## src/rtl/bar_bank_pkg.sv

```systemverilog
`timescale 1ns/1ps
package bar_bank_pkg;

   localparam int unsigned SLOT_COUNT   = 6;
   localparam int unsigned SLOT_BASE_DW = 4;
   localparam int unsigned LOG2_W       = 6;

   typedef enum logic [2:0] {
      ROLE_NONE,
      ROLE_MEM32,
      ROLE_IO,
      ROLE_MEM64_LO,
      ROLE_MEM64_HI
   } slot_role_e;

   function automatic logic [31:0] low_ones(input int unsigned n);
      logic [63:0] t;
      t = (64'd1 << n) - 64'd1;
      return t[31:0];
   endfunction

   function automatic logic [31:0] writable_mask(input slot_role_e r, input int unsigned lg);
      case (r)
         ROLE_NONE:     return 32'h0;
         ROLE_MEM64_HI: return 32'hFFFF_FFFF;
         default:       return ~low_ones(lg);
      endcase
   endfunction

   function automatic logic [31:0] attr_bits(input slot_role_e r, input logic pref);
      case (r)
         ROLE_IO:       return 32'h1;
         ROLE_MEM32:    return {28'h0, pref, 3'b000};
         ROLE_MEM64_LO: return {28'h0, pref, 3'b100};
         default:       return 32'h0;
      endcase
   endfunction

   function automatic slot_role_e pick_role(input int unsigned idx, input logic [5:0] present,
                                            input logic [5:0] io, input logic [5:0] wide);
      if ((idx % 2 == 1) && wide[idx-1] && present[idx-1]) return ROLE_MEM64_HI;
      if (!present[idx]) return ROLE_NONE;
      if (io[idx])       return ROLE_IO;
      if (wide[idx])     return ROLE_MEM64_LO;
      return ROLE_MEM32;
   endfunction

endpackage

```

## src/rtl/bar_slot_reg.sv

```systemverilog
`timescale 1ns/1ps
module bar_slot_reg
   import bar_bank_pkg::*;
#(
   parameter slot_role_e  ROLE      = ROLE_NONE,
   parameter int unsigned SIZE_LOG2 = 12,
   parameter logic        PREFETCH  = 1'b0
)(
   input  logic        clk,
   input  logic        rst_n,
   input  logic        wr_sel,
   input  logic [31:0] wdata,
   input  logic [3:0]  be,
   output logic [31:0] rd_word,
   output logic [31:0] addr_bits,
   output logic [31:0] size_mask
);

   localparam logic [31:0] WMASK = writable_mask(ROLE, SIZE_LOG2);
   localparam logic [31:0] ATTR  = attr_bits(ROLE, PREFETCH);

   logic [31:0] lane_mask;
   logic [31:0] held;

   always_comb begin
      for (int b = 0; b < 4; b++) lane_mask[b*8 +: 8] = {8{be[b]}};
   end

   always_ff @(posedge clk or negedge rst_n) begin
      if (!rst_n)
         held <= '0;
      else if (wr_sel)
         held <= ((held & ~lane_mask) | (wdata & lane_mask)) & WMASK;
   end

   assign addr_bits = held;
   assign rd_word   = held | ATTR;
   assign size_mask = WMASK;

   // a slot not addressed by a write keeps its value
   p_idle_hold_r1: assert property (@(posedge clk) disable iff (!rst_n)
      !wr_sel |=> $stable(rd_word));

   // a write with no byte enabled changes nothing
   p_no_lane_r4: assert property (@(posedge clk) disable iff (!rst_n)
      (wr_sel && be == 4'h0) |=> $stable(rd_word));

endmodule

```

## src/rtl/bar_window_match.sv

```systemverilog
`timescale 1ns/1ps
module bar_window_match
   import bar_bank_pkg::*;
#(
   parameter slot_role_e  ROLE = ROLE_NONE,
   parameter int unsigned AW   = 64
)(
   input  logic          req_valid,
   input  logic          req_is_io,
   input  logic [AW-1:0] req_addr,
   input  logic          mem_en,
   input  logic          io_en,
   input  logic [31:0]   lo_addr,
   input  logic [31:0]   lo_mask,
   input  logic [31:0]   hi_addr,
   output logic          hit,
   output logic [AW-1:0] offset
);

   localparam logic ACTIVE = (ROLE == ROLE_MEM32) || (ROLE == ROLE_IO) || (ROLE == ROLE_MEM64_LO);
   localparam logic IS_IO  = (ROLE == ROLE_IO);
   localparam logic WIDE   = (ROLE == ROLE_MEM64_LO);

   logic [63:0] addr64, base64, mask64, off64;
   logic        kind_ok;

   always_comb begin
      addr64  = 64'(req_addr);
      mask64  = {32'hFFFF_FFFF, lo_mask};
      base64  = {(WIDE ? hi_addr : 32'h0), lo_addr};
      kind_ok = IS_IO ? (req_is_io && io_en) : (!req_is_io && mem_en);
      hit     = ACTIVE && req_valid && kind_ok && ((addr64 & mask64) == base64);
      off64   = addr64 & ~mask64;
      offset  = off64[AW-1:0];
   end

endmodule

```

## src/rtl/bar_decode_bank.sv

```systemverilog
`timescale 1ns/1ps
module bar_decode_bank
   import bar_bank_pkg::*;
#(
   parameter int unsigned AW            = 64,
   parameter int unsigned CFG_AW        = 10,
   parameter logic [5:0]  SLOT_PRESENT  = 6'b011111,
   parameter logic [5:0]  SLOT_IO       = 6'b000010,
   parameter logic [5:0]  SLOT_WIDE     = 6'b000100,
   parameter logic [5:0]  SLOT_PREFETCH = 6'b010100,
   parameter logic [SLOT_COUNT*LOG2_W-1:0] SLOT_LOG2 = {6'd0, 6'd16, 6'd0, 6'd20, 6'd8, 6'd12}
)(
   input  logic              clk,
   input  logic              rst_n,
   input  logic              cfg_wr,
   input  logic [CFG_AW-1:0] cfg_dw,
   input  logic [31:0]       cfg_wdata,
   input  logic [3:0]        cfg_be,
   output logic [31:0]       cfg_rdata,
   input  logic              cmd_mem_en,
   input  logic              cmd_io_en,
   input  logic              req_valid,
   input  logic              req_is_io,
   input  logic [AW-1:0]     req_addr,
   output logic [5:0]        hit_vec,
   output logic [AW-1:0]     hit_offset
);

   if (AW < 33 || AW > 64) begin : g_bad_aw
      $error("AW must lie in 33..64");
   end
   if (CFG_AW < 4) begin : g_bad_cfg_aw
      $error("CFG_AW too small to reach the slot offsets");
   end

   logic [31:0]   slot_rd   [SLOT_COUNT];
   logic [31:0]   slot_addr [SLOT_COUNT];
   logic [31:0]   slot_mask [SLOT_COUNT];
   logic [AW-1:0] slot_off  [SLOT_COUNT];
   logic [SLOT_COUNT-1:0] slot_wr, raw_hit, upper_map;

   for (genvar i = 0; i < SLOT_COUNT; i++) begin : g_slot
      localparam slot_role_e  ROLE = pick_role(i, SLOT_PRESENT, SLOT_IO, SLOT_WIDE);
      localparam int unsigned LG   = SLOT_LOG2[i*LOG2_W +: LOG2_W];

      if (SLOT_WIDE[i] && (i % 2 == 1)) begin : g_bad_odd
         $error("a 64-bit window must start on an even slot");
      end
      if (SLOT_WIDE[i] && SLOT_IO[i]) begin : g_bad_io64
         $error("an IO slot cannot be 64-bit");
      end
      if (ROLE == ROLE_IO && (LG < 2 || LG > 31)) begin : g_bad_io_size
         $error("IO region log2 size out of range");
      end
      if ((ROLE == ROLE_MEM32 || ROLE == ROLE_MEM64_LO) && (LG < 4 || LG > 31)) begin : g_bad_mem_size
         $error("memory region log2 size out of range");
      end

      assign slot_wr[i]   = cfg_wr && (cfg_dw == CFG_AW'(SLOT_BASE_DW + i));
      assign upper_map[i] = (ROLE == ROLE_MEM64_HI);

      bar_slot_reg #(
         .ROLE      (ROLE),
         .SIZE_LOG2 (LG),
         .PREFETCH  (SLOT_PREFETCH[i])
      ) slot_i (
         .clk       (clk),
         .rst_n     (rst_n),
         .wr_sel    (slot_wr[i]),
         .wdata     (cfg_wdata),
         .be        (cfg_be),
         .rd_word   (slot_rd[i]),
         .addr_bits (slot_addr[i]),
         .size_mask (slot_mask[i])
      );

      logic [31:0] upper_bits;
      if (i + 1 < SLOT_COUNT) begin : g_has_next
         assign upper_bits = slot_addr[i+1];
      end else begin : g_no_next
         assign upper_bits = 32'h0;
      end

      bar_window_match #(
         .ROLE (ROLE),
         .AW   (AW)
      ) match_i (
         .req_valid (req_valid),
         .req_is_io (req_is_io),
         .req_addr  (req_addr),
         .mem_en    (cmd_mem_en),
         .io_en     (cmd_io_en),
         .lo_addr   (slot_addr[i]),
         .lo_mask   (slot_mask[i]),
         .hi_addr   (upper_bits),
         .hit       (raw_hit[i]),
         .offset    (slot_off[i])
      );
   end

   always_comb begin
      cfg_rdata = '0;
      for (int i = 0; i < SLOT_COUNT; i++) begin
         if (cfg_dw == CFG_AW'(SLOT_BASE_DW + i)) cfg_rdata = slot_rd[i];
      end
   end

   always_comb begin
      logic found;
      found      = 1'b0;
      hit_vec    = '0;
      hit_offset = '0;
      for (int i = 0; i < SLOT_COUNT; i++) begin
         if (raw_hit[i] && !found) begin
            found      = 1'b1;
            hit_vec[i] = 1'b1;
            hit_offset = slot_off[i];
         end
      end
   end

   // never more than one slot claims a request
   p_single_hit_r10: assert property (@(posedge clk) disable iff (!rst_n)
      $onehot0(hit_vec));

   // a miss reports a zero offset
   p_miss_offset_r10: assert property (@(posedge clk) disable iff (!rst_n)
      (hit_vec == '0) |-> (hit_offset == '0));

   // nothing hits without a valid request
   p_valid_gate_r8: assert property (@(posedge clk) disable iff (!rst_n)
      !req_valid |-> (hit_vec == '0));

   // a disabled space never hits
   p_space_gate_r8: assert property (@(posedge clk) disable iff (!rst_n)
      ((req_is_io && !cmd_io_en) || (!req_is_io && !cmd_mem_en)) |-> (hit_vec == '0));

   // the upper half of a 64-bit pair never reports its own hit
   p_upper_silent_r7: assert property (@(posedge clk) disable iff (!rst_n)
      (hit_vec & upper_map) == '0);

   // offsets outside the slot range read zero
   p_off_range_r1: assert property (@(posedge clk) disable iff (!rst_n)
      ((cfg_dw < CFG_AW'(SLOT_BASE_DW)) || (cfg_dw >= CFG_AW'(SLOT_BASE_DW + SLOT_COUNT)))
         |-> (cfg_rdata == 32'h0));

endmodule

```

## config.mk

```make
export PLATFORM = sky130hd
export DESIGN_NAME = bar_decode_bank
export DESIGN_NICKNAME = d
export VERILOG_FILES = /design/src/rtl/bar_bank_pkg.sv /design/src/rtl/bar_slot_reg.sv /design/src/rtl/bar_window_match.sv /design/src/rtl/bar_decode_bank.sv
export SDC_FILE = /design/constraint.sdc
export NUM_CORES = 1
export LEC_CHECK = 0
export ABC_AREA = 0
export BUFFER_PORTS_ARGS = -buffer_cell sky130_fd_sc_hd__buf_2
export CORE_UTILIZATION = 30
export CTS_CLUSTER_SIZE = 20
export DETAILED_ROUTE_END_ITERATION = 8
export GPL_TIMING_DRIVEN = 0
export REMOVE_ABC_BUFFERS = 1
export SLEW_MARGIN = 20
export SYNTH_ARGS = -nofsm -noshare
export SYNTH_HDL_FRONTEND = slang
export SYNTH_SLANG_ARGS = --single-unit
```

## constraint.sdc

```tcl
create_clock -name clk -period 2.8 [get_ports clk]
set_input_delay 0.28 -clock clk [delete_from_list [all_inputs] [get_ports clk]]
set_output_delay 0.28 -clock clk [all_outputs]
set_load 0.1 [all_outputs]
```

# [After elaboration in Yosys (flattened, before gate mapping)]
# Cells that the tools add are included.
[totals] output_inout_bits=102 regBits=104 in_bits=117 wordCells=63
[classes] reduce_logical=20 n_bitwise=12 eq_ne=10 muxes=16
[op_table] operator="$and A32 B32 Y32" count=6
[op_table] operator="$mux W32" count=6
[op_table] operator="$mux W64" count=3
[op_table] operator="$or A32 B32 Y32" count=5
[op_table] operator="$eq A56 B24 Y1" count=1
[op_table] operator="$eq A52 B20 Y1" count=1
[op_table] operator="$eq A48 B16 Y1" count=1
[op_table] operator="$eq A44 B44 Y1" count=1
[op_table] operator="$eq A10 B3 Y1 const B" count=4
[op_table] operator="$not A32 Y32" count=1
[op_table] operator="$eq A10 B4 Y1 const B" count=2
[op_table] operator="$logic_and A1 B1 Y1" count=16
[op_table] operator="$mux W12" count=1
[op_table] operator="$mux W1" count=6
[op_table] operator="$logic_not A1 Y1" count=4

# [Depth between registers and ports, before layout]
# Gate-level depths: netlist of the first run.
[logic_depth] ltp_word=14 mapped_depth=8 mapped_depth_nobuf=6

# [Hierarchy]
# Synthesis of the first run repeated with hierarchy kept, for this count alone.
[unflattened] hier_cells=2145 area_unflattened_um2=17504.3
[modules_own_cells] module="bar_decode_bank" cells_per_inst=657 area_each_um2=4312.9 n_inst=1 seq_area_each_um2=0.0
[modules_own_cells] module="bar_window_match at g_slot[0].match_i ..." cells_per_inst=155 area_each_um2=1021.0 n_inst=2 seq_area_each_um2=0.0
[modules_own_cells] module="bar_slot_reg at g_slot[3].slot_i" cells_per_inst=133 area_each_um2=1670.4 n_inst=1 seq_area_each_um2=800.8
[modules_own_cells] module="bar_slot_reg at g_slot[1].slot_i" cells_per_inst=125 area_each_um2=1437.6 n_inst=1 seq_area_each_um2=600.6
[modules_own_cells] module="bar_window_match at g_slot[3].match_i ..." cells_per_inst=66 area_each_um2=691.9 n_inst=2 seq_area_each_um2=0.0
[modules_own_cells] module="bar_window_match at g_slot[2].match_i" cells_per_inst=188 area_each_um2=1323.8 n_inst=1 seq_area_each_um2=0.0
[modules_own_cells] module="bar_slot_reg at g_slot[0].slot_i" cells_per_inst=121 area_each_um2=1320.0 n_inst=1 seq_area_each_um2=500.5
[modules_own_cells] module="bar_slot_reg at g_slot[4].slot_i" cells_per_inst=116 area_each_um2=1201.2 n_inst=1 seq_area_each_um2=400.4
[modules_own_cells] module="bar_slot_reg at g_slot[2].slot_i" cells_per_inst=112 area_each_um2=1083.5 n_inst=1 seq_area_each_um2=300.3
[modules_own_cells] module="bar_window_match at g_slot[1].match_i" cells_per_inst=154 area_each_um2=1004.7 n_inst=1 seq_area_each_um2=0.0
[modules_own_cells] module="bar_slot_reg at g_slot[5].slot_i" cells_per_inst=97 area_each_um2=724.4 n_inst=1 seq_area_each_um2=0.0

# [Worst setup path after synthesis of the first run]
# Ideal clock, no wire load.
[synth_timing] kind="in2out" startpoint="input port req_addr[22]" endpoint="output port hit_offset[12]" path_buffers=1 path_stages=7 setup_slack_ps=-3650 arrival_time_ps=6170 required_ps=2520 path_cell_list="clkbuf_1 -> xnor2_1 -> nand4_1 -> nor4_1 -> nand3_1 -> inv_1 -> a2111oi_0"
[synth_via] elab_chain_len=12 word_cells_on_any_way=19 classes_between="eq/ne: 4; mux: 5; reduce/logical: 10"
[synth_lines] item="start: declaration" line_no="bar_decode_bank.sv:24" text="input logic [AW-1:0] req_addr,"
[synth_lines] item="$eq A52 B20 Y1" line_no="bar_window_match.sv:32" text="hit = ACTIVE && req_valid && kind_ok && ((addr64 & mask64) == base64);"
[synth_lines] item="$logic_and A1 B1 Y1" line_no="bar_window_match.sv:32"
[synth_lines] item="$mux W1" line_no="bar_decode_bank.sv:114" text="if (raw_hit[i] && !found) begin"
[synth_lines] item="$logic_not A1 Y1" line_no="bar_decode_bank.sv:114"
[synth_lines] item="$logic_and A1 B1 Y1" line_no="bar_decode_bank.sv:114"
[synth_lines] item="$mux W1" line_no="bar_decode_bank.sv:114"
[synth_lines] item="$logic_not A1 Y1" line_no="bar_decode_bank.sv:114"
[synth_lines] item="$logic_and A1 B1 Y1" line_no="bar_decode_bank.sv:114"
[synth_lines] item="$mux W1" line_no="bar_decode_bank.sv:114"
[synth_lines] item="$logic_not A1 Y1" line_no="bar_decode_bank.sv:114"
[synth_lines] item="$logic_and A1 B1 Y1" line_no="bar_decode_bank.sv:114"
[synth_lines] item="$mux W64 *" line_no="bar_decode_bank.sv:114"
[synth_lines] item="end: declaration" line_no="bar_decode_bank.sv:26" text="output logic [AW-1:0] hit_offset"
# Every way passes the cells marked *; elsewhere a longest branch is shown, timed or not.

==> run_results.csv, run 1 <==
group,metric,value,unit
routing,routedWlPerCell,21.9,µm
clock_network,cts_tree,"done",
power,clkPwrFrac,38.4,%
hold_path,hold_depth,2,
floorplanning,die_height,151,µm
global_routing,grt_pass1_wl,33.8,mm
setup_path,arrival,2.94,ns
layout,design_area,8790,µm²
logic_synthesis,seq_area_frac_synth,38.9,%
placed_design,hpwl,17.2,mm
clock_network,clk_path_buf_depth,2,
timing,finalWorstSetupSlack,-0.417,ns
setup_path,endpoint_kind,"primary output",
routing,drc,0,
power,p_int,0.00241,W
power,power_leakage,4.23,nW
placed_design,gp_congestion,0.904,
setup_path,critPathBufInv,4,
power,ir_worst_vdd,359,µV
routing,vias_per_cell,5.12,
status,violations,"negative setup slack",
routing,drtPass1Iterations,5,
routing,routed_wirelength,23.7,mm
placed_design,dpl-instance-area,7650,µm²
setup_path,crit_chain,"xor2_1 > nor4_2 > nand4_1 > buf_4 > buf_4 > or4_4 > buf_4 > a31oi_4 > buf_12",
hold_path,min_path_type,"input port to register",
placed_design,portBuffers,172,
setup_path,crit_path_max_fanout,5,
layout,layout-drive-gt1-share,48.3,%
power,power_frac_comb,18.5,%
floorplanning,dieArea,22900,µm²
setup_path,critPathMaxStageDelay,0.49,ns
clock_network,root_buffer,"clkbuf_16",
setup_path,crit_family,"simple AND/OR/NAND/NOR gates",
timing,slew_headroom,54.9,%
global_routing,grt_use_total,20.6,%
setup_path,r2r_cells,2,
setup_path,cp_common_cell,"buf_4",
setup_path,cp-start-kind,"register",
timing,finalHoldViolCount,0,
setup_path,reg2reg_slack,1.87,ns
floorplanning,initial_core_util,30.7,%
global_routing,grt_remaining_overflow,0,
logic_synthesis,ys_warn_count,0,
timing,skew,0,ns
logic_synthesis,syn_area_per_cell,11.1,µm²
setup_path,slowest_stage,"nor4_2",
routing,ant_nets,0,
floorplanning,die_w,151,µm
power,p_sw_share,31.9,%
flow_run,cap_violations,0,
global_routing,grt_antenna_before_repair,1,
status,outcome,"complete, but fails checks",
clock_network,clkSinkCount,104,
timing,rsz0062_at_grt,"true",
timing,fmax,311,MHz
power,pwr-share-seq,43.2,%
routing,dr.first_iter.drc_count,310,
placed_design,dpl_worst_slack,-0.660,ns
logic_synthesis,synth-main-ff-cell,"dfrtp_1",
timing,post-route-period-util,115,%
floorplanning,fp-row-count,54,
timing,slew_viol_final,0,
power,switchingPower,0.00113,W
logic_synthesis,ys_seq_elements,104,
timing,fin_crit,3.22,ns
power,p_per_area,402,nW/µm²
global_routing,grt_pass1_vias,5412,
timing,tightest_slew,0.676,ns
floorplanning,io_pins,219,
clock_network,insertion_delay,0.37,ns
layout,area_growth,31.3,%
timing,setup_viol,22,
logic_synthesis,synth.cell_area,6700,µm²
hold_path,min_from,"cfg_wdata[5]",
logic_synthesis,synthDistinctLibCells,54,
routing,via_count,5529,
setup_path,required,2.52,ns
global_routing,grt_max_degree,68,
layout,nets,909,
clock_network,cts_made_buffers,9,
logic_synthesis,synth_edf_count,0,
clock_network,htree_levels,3,
logic_synthesis,syn_inst,602,
logic_synthesis,synth-async-reset-ratio,100,%
floorplanning,core,21800,µm²
clock_network,clk_transition_reported_paths,0.07,ns
setup_path,criticalPathCategory,"register to primary output",
synthesized netlist by cell type, types with 2 or more instances:
master | count | share of area (%)
o22a_1 | 5 | 0.65
nand4_1 | 19 | 1.8
clkbuf_1 | 14 | 0.78
nor3b_1 | 6 | 0.67
a2111oi_0 | 2 | 0.26
and3_1 | 2 | 0.19
a31o_2 | 5 | 0.65
mux2_2 | 103 | 17
buf_1 | 2 | 0.11
a22o_1 | 3 | 0.39
nor2_2 | 3 | 0.28
nor2_1 | 6 | 0.34
xnor2_1 | 52 | 6.8
mux2i_1 | 25 | 3.7
xor2_1 | 52 | 6.8
inv_1 | 20 | 1.1
a31oi_1 | 4 | 0.37
o21ai_0 | 8 | 0.60
and2_1 | 5 | 0.47
nand3_4 | 3 | 0.78
nand3_2 | 4 | 0.60
a22oi_1 | 7 | 0.78
nand3_1 | 6 | 0.45
nor4_1 | 21 | 2.0
buf_4 | 47 | 5.3
a2111oi_2 | 2 | 0.45
buf_2 | 7 | 0.52
dfrtp_1 | 104 | 39
a21oi_1 | 12 | 0.90
nand2b_1 | 3 | 0.28
a41oi_1 | 8 | 1.0
nand2_1 | 12 | 0.67
nor3_1 | 5 | 0.37
o22ai_1 | 5 | 0.47
cells by family after synthesis:
family / count (synthesis) / synth area share (%)
muxes: 130 / 21.6
and+or+nand+nor: 105 / 10.4
xor gates and xnor gates: 104 / 13.6
DFF: 104 / 38.9
buffers and inverters: 92 / 8.28
AOI/OAI and AO/OA: 66 / 7.21
other: 1 / 0.0560
metal layers:
layer,wire (µm),GRT usage (%),share of wire (%)
met1,10400,28.0,44
met2,11200,33.1,47
met3,1610,4.37,6.8
met4,454,5.50,1.9
met5,0,0,0
metrics by stage:
stage / util (%) / hold WS (ns) / std cells / power [W] / setup TNS [ns]
2_1_floorplan: - / -0.0156 / 575 / 0.00194 / -43.85
3_3_place_gp: 34.8 / 0.513 / 1027 / 0.00218 / -65.63
3_5_place_dp: 35.0 / 0.222 / 1029 / 0.00219 / -41.92
4_1_cts: 38.9 / 0.135 / 1066 / 0.00353 / -6.30
5_1_grt: 40.3 / 0.145 / 1077 / 0.00363 / -7.13
6_report: 40.3 / 0.144 / 1079 / 0.00353 / -6.97
repair_timing:
| item | in CTS | in global routing |
|---|---|---|
| endpoints found under the hold margin | 37 | 0 |
| gates resized for setup | 100 | 39 |
| cloned | 2 | 1 |
| buffers inserted | 18 | 10 |
| setup endpoints to repair | 70 | 43 |
| hold buffers | 1 | 0 |
| pin swaps | 11 | 13 |
how the worst max path moves through the flow:
stage | start | to | slack, ns | cells past startpoint
final | register | hit_offset[11] | -0.42 | 9
after global routing | register | hit_offset[11] | -0.41 | 9
after CTS | register | hit_offset[15] | -0.39 | 7
after detailed placement | cfg_dw[5] | cfg_rdata[16] | -0.66 | 7
after global placement | cfg_dw[5] | register | -1.39 | 5
after floorplan | register | hit_offset[12] | -3.90 | 5
final cells by class:
type                       instances  area, µm²
antenna                            2       5.00
fill                            2136      13000
inverter                          20       81.3
clock inverter                     4       51.3
sequential                       104       2600
clock buffer                      12        256
multi-input combinational        454       4020
timing repair buffer             203       1420
tap                              280        350
cell usage in the layout (no fill, tap or decap), types with 4 or more instances in the layout:
cell / count
a21oi_1: 12
a22oi_1: 7
a31o_2: 5
a31oi_4: 4
a41oi_2: 4
and2_1: 5
buf_12: 8
buf_2: 132
buf_4: 37
buf_6: 20
buf_8: 4
clkbuf_16: 9
conb_1: 46
dfrtp_1: 104
inv_1: 18
mux2_2: 103
mux2i_1: 25
nand2_1: 10
nand3_1: 5
nand3_2: 5
nand4_1: 19
nor2_1: 5
nor3_1: 4
nor3b_2: 4
nor4_1: 14
nor4_2: 7
o21ai_0: 8
o22a_1: 5
o22ai_1: 5
or4_4: 4
xnor2_1: 52
xor2_1: 49
power by group through the flow:
| stage | clock network (W) | logic, W | registers, W |
|---|---|---|---|
| after floorplan | 0 | 0.000387 | 0.00155 |
| after global placement | 0 | 0.000625 | 0.00155 |
| after detailed placement | 0 | 0.000633 | 0.00155 |
| after CTS | 0.00136 | 0.000646 | 0.00152 |
| after global routing | 0.00142 | 0.000686 | 0.00153 |
| final | 0.00135 | 0.000652 | 0.00152 |
(Power assumes the default switching activity.)
==> run 2, diff against run 1 <==
--- a/config.mk
+++ b/config.mk
@@ -5,10 +5,10 @@
 export SDC_FILE = /design/constraint.sdc
 export NUM_CORES = 1
 export LEC_CHECK = 0
-export ABC_AREA = 0
+export ABC_AREA = 1
 export BUFFER_PORTS_ARGS = -buffer_cell sky130_fd_sc_hd__buf_2
 export CORE_UTILIZATION = 30
-export CTS_CLUSTER_SIZE = 20
+export CTS_CLUSTER_SIZE = 16
 export DETAILED_ROUTE_END_ITERATION = 8
 export GPL_TIMING_DRIVEN = 0
 export REMOVE_ABC_BUFFERS = 1
==> constraint.sdc (replaced) <==
create_clock -name clk -period 3.1 [get_ports clk]
set_input_delay 0.31 -clock clk [delete_from_list [all_inputs] [get_ports clk]]
set_output_delay 0.31 -clock clk [all_outputs]
set_load 0.1 [all_outputs]
==> run 2 against run 1 <==
  * The run now ends clean
  * Via count grew 29%
  * Combinational power shrank 8.9%
  * Final cell count grew 41%
  * Count of clock-buffer cells in the layout grew 2
  * Non-clock buffer count shrank 26
  * Utilization shrank 4.0 points
  * Routed wire length grew 6.5%
  * Largest power group unchanged
  * Highest routed layer unchanged
==> run_results.csv, run 2 <==
group,metric,value,unit
status,outcome,"completed",
logic_synthesis,syn_inst,1032,
timing,tns,0,ns
flow_run,cap_violations,0,
floorplanning,dieArea,24500,µm²
clock_network,clk_transition_reported_paths,0.07,ns
global_routing,grt_antenna_before_repair,3,
setup_path,endpoint_kind,"primary output",
logic_synthesis,seq_area_frac_synth,36.4,%
layout,seqCellArea,2600,µm²
routing,routedWlPerCell,16.6,µm
setup_path,crit_path_max_fanout,5,
layout,layout-drive-gt1-share,19.8,%
timing,fin_crit,2.99,ns
global_routing,grt_pass1_wl,37.7,mm
global_routing,grt_remaining_overflow,0,
logic_synthesis,synthDistinctLibCells,43,
routing,via_count,7128,
placed_design,hpwl,19.5,mm
setup_path,r2r_cells,2,
logic_synthesis,synth_edf_count,0,
timing,finalWorstSetupSlack,0.107,ns
clock_network,cts_tree,"done",
power,power_leakage,4.32,nW
placed_design,dpl_worst_slack,-0.758,ns
routing,vias_per_cell,4.68,
placed_design,dpl-instance-area,8120,µm²
clock_network,clkSinkCount,104,
hold_path,min_path_type,"input port to register",
layout,fin_util,36.3,%
placed_design,portBuffers,172,
timing,finalHoldViolCount,0,
timing,tightest_slew,0.757,ns
logic_synthesis,synth_most_common_cell,"nand2_1",
clock_network,clk_path_buf_depth,2,
floorplanning,initial_core_util,30.6,%
hold_path,hold_depth,3,
logic_synthesis,synth_top_cell_by_area,"dfrtp_1",
global_routing,grt_use_total,21.0,%
timing,skew,0,ns
routing,routed_wirelength,25.2,mm
timing,post-route-period-util,96.5,%
floorplanning,fp-row-count,56,
power,ir_worst_vdd,221,µV
timing,slew_headroom,49.4,%
routing,dr.first_iter.drc_count,484,
logic_synthesis,synth.cell_area,7150,µm²
logic_synthesis,syn_area_per_cell,6.93,µm²
timing,final.hold.worst_slack,0.175,ns
setup_path,cp-start-kind,"register",
clock_network,htree_levels,3,
logic_synthesis,synth_area_leaders,"dfrtp_1, nand2_1, inv_1",
placed_design,gp_congestion,0.878,
layout,layout_commonest_cell,"nand2_1",
floorplanning,die_height,156,µm
layout,design_area,8480,µm²
setup_path,arrival,2.68,ns
timing,setup_viol,0,
global_routing,grt_max_degree,62,
setup_path,criticalPathCategory,"register to primary output",
timing,rsz0062_at_grt,"false",
floorplanning,die_w,156,µm
global_routing,grt_pass1_vias,6544,
power,p_per_area,376,nW/µm²
clock_network,cts_made_buffers,9,
layout,multi_input_area,3730,µm²
timing,slew_viol_final,0,
floorplanning,io_pins,219,
routing,drtPass1Iterations,5,
setup_path,required,2.79,ns
layout,area_growth,18.6,%
clock_network,insertion_delay,0.36,ns
routing,drc,0,
timing,fmax,334,MHz
logic_synthesis,synth_common_cells,"nand2_1, inv_1, dfrtp_1",
logic_synthesis,ys_seq_elements,104,
floorplanning,core,23400,µm²
clock_network,root_buffer,"clkbuf_16",
logic_synthesis,ys_warn_count,0,
logic_synthesis,synth-main-ff-cell,"dfrtp_1",
logic_synthesis,synth-async-reset-ratio,100,%
layout,most-common-layout-cells,"nand2_1, buf_2, inv_1, dfrtp_1, nor2_1",
routing,ant_nets,0,
logic_synthesis,synth_top_area_share,36.4,%
layout,nets,1311,
layout,nFillCells,2597,
-- run 2: final timing paths --
| check | start | to | slack, ns |
|---|---|---|---|
| setup reg to reg | register | register | 2.36 |
| min in group asynchronous | rst_n | asynchronous set/reset pin | 0.50 |
| hold reg to reg | register | register | 0.51 |
| max in group asynchronous | rst_n | asynchronous set/reset pin | 1.95 |
| hold / removal | cfg_wdata[4] | register | 0.18 |
| setup / recovery | register | hit_offset[18] | 0.11 |
-- run 2: final cells by class --
cell class | instances | area share [%]
Timing Repair Buffer | 177 | 10.9
Sequential cell | 104 | 30.7
Inverter | 137 | 6.06
Tap cell | 319 | 4.70
Antenna cell | 4 | 0.118
Multi-Input combinational cell | 765 | 44.0
Clock inverter | 2 | 0.442
Clock buffer | 14 | 3.11
-- run 2: per-stage QoR --
step	total power [W]	std cells
finish	0.00319	1522
global route	0.00329	1521
CTS	0.00320	1515
detailed placement	0.00199	1498
global placement	0.00198	1497
floorplan	0.00178	1006
-- run 2: critical path, stage by stage, from the launching register on --
cell and delay, ns:
dfrtp_1 0.41, xnor2_1 0.30, nand2_1 0.12, nor2_1 0.14
nand2_1 0.07, nor2_1 0.09, nand2_1 0.06, nor2_1 0.22
nand2_1 0.25, nor2_1 0.20, buf_2 0.45
-- run 2: per-layer routing --
layer	vias up	routed length [µm]	GRT usage, %
met5	-	0	0
met4	0	671	8.54
met3	39	1810	3.05
met2	316	11700	34.5
met1	3303	11100	27.6
li1	3470	-	-
-- run 2: timing repair --
action                                  in CTS  in global routing
gates resized for setup                      3                  1
endpoints found under the hold margin       60                  0
buffers inserted                             0                  3
hold buffers                                 1                  0
endpoints found under the setup margin      12                  7
cloned                                       0                  0
pin swaps                                    0                  1
-- run 2: power breakdown --
part / internal, W / leakage, nW / switching, W
logic: 0.000125 / 2.72 / 0.000469
registers: 0.00137 / 1.45 / 0.0000107
clock network: 0.000673 / 0.143 / 0.000546
-- run 2: cells by family (layout without fill, tap and decap cells) --
kind of cell,count (synthesis),after routing,share of synthesized area [%]
AO/OA/AOI/OAI,157,157,12.7
buffers and inverters,208,330,14.1
other,1,50,0.0524
AND/OR/NAND/NOR,507,507,30.0
flip-flops,104,104,36.4
XOR/XNOR,55,55,6.73
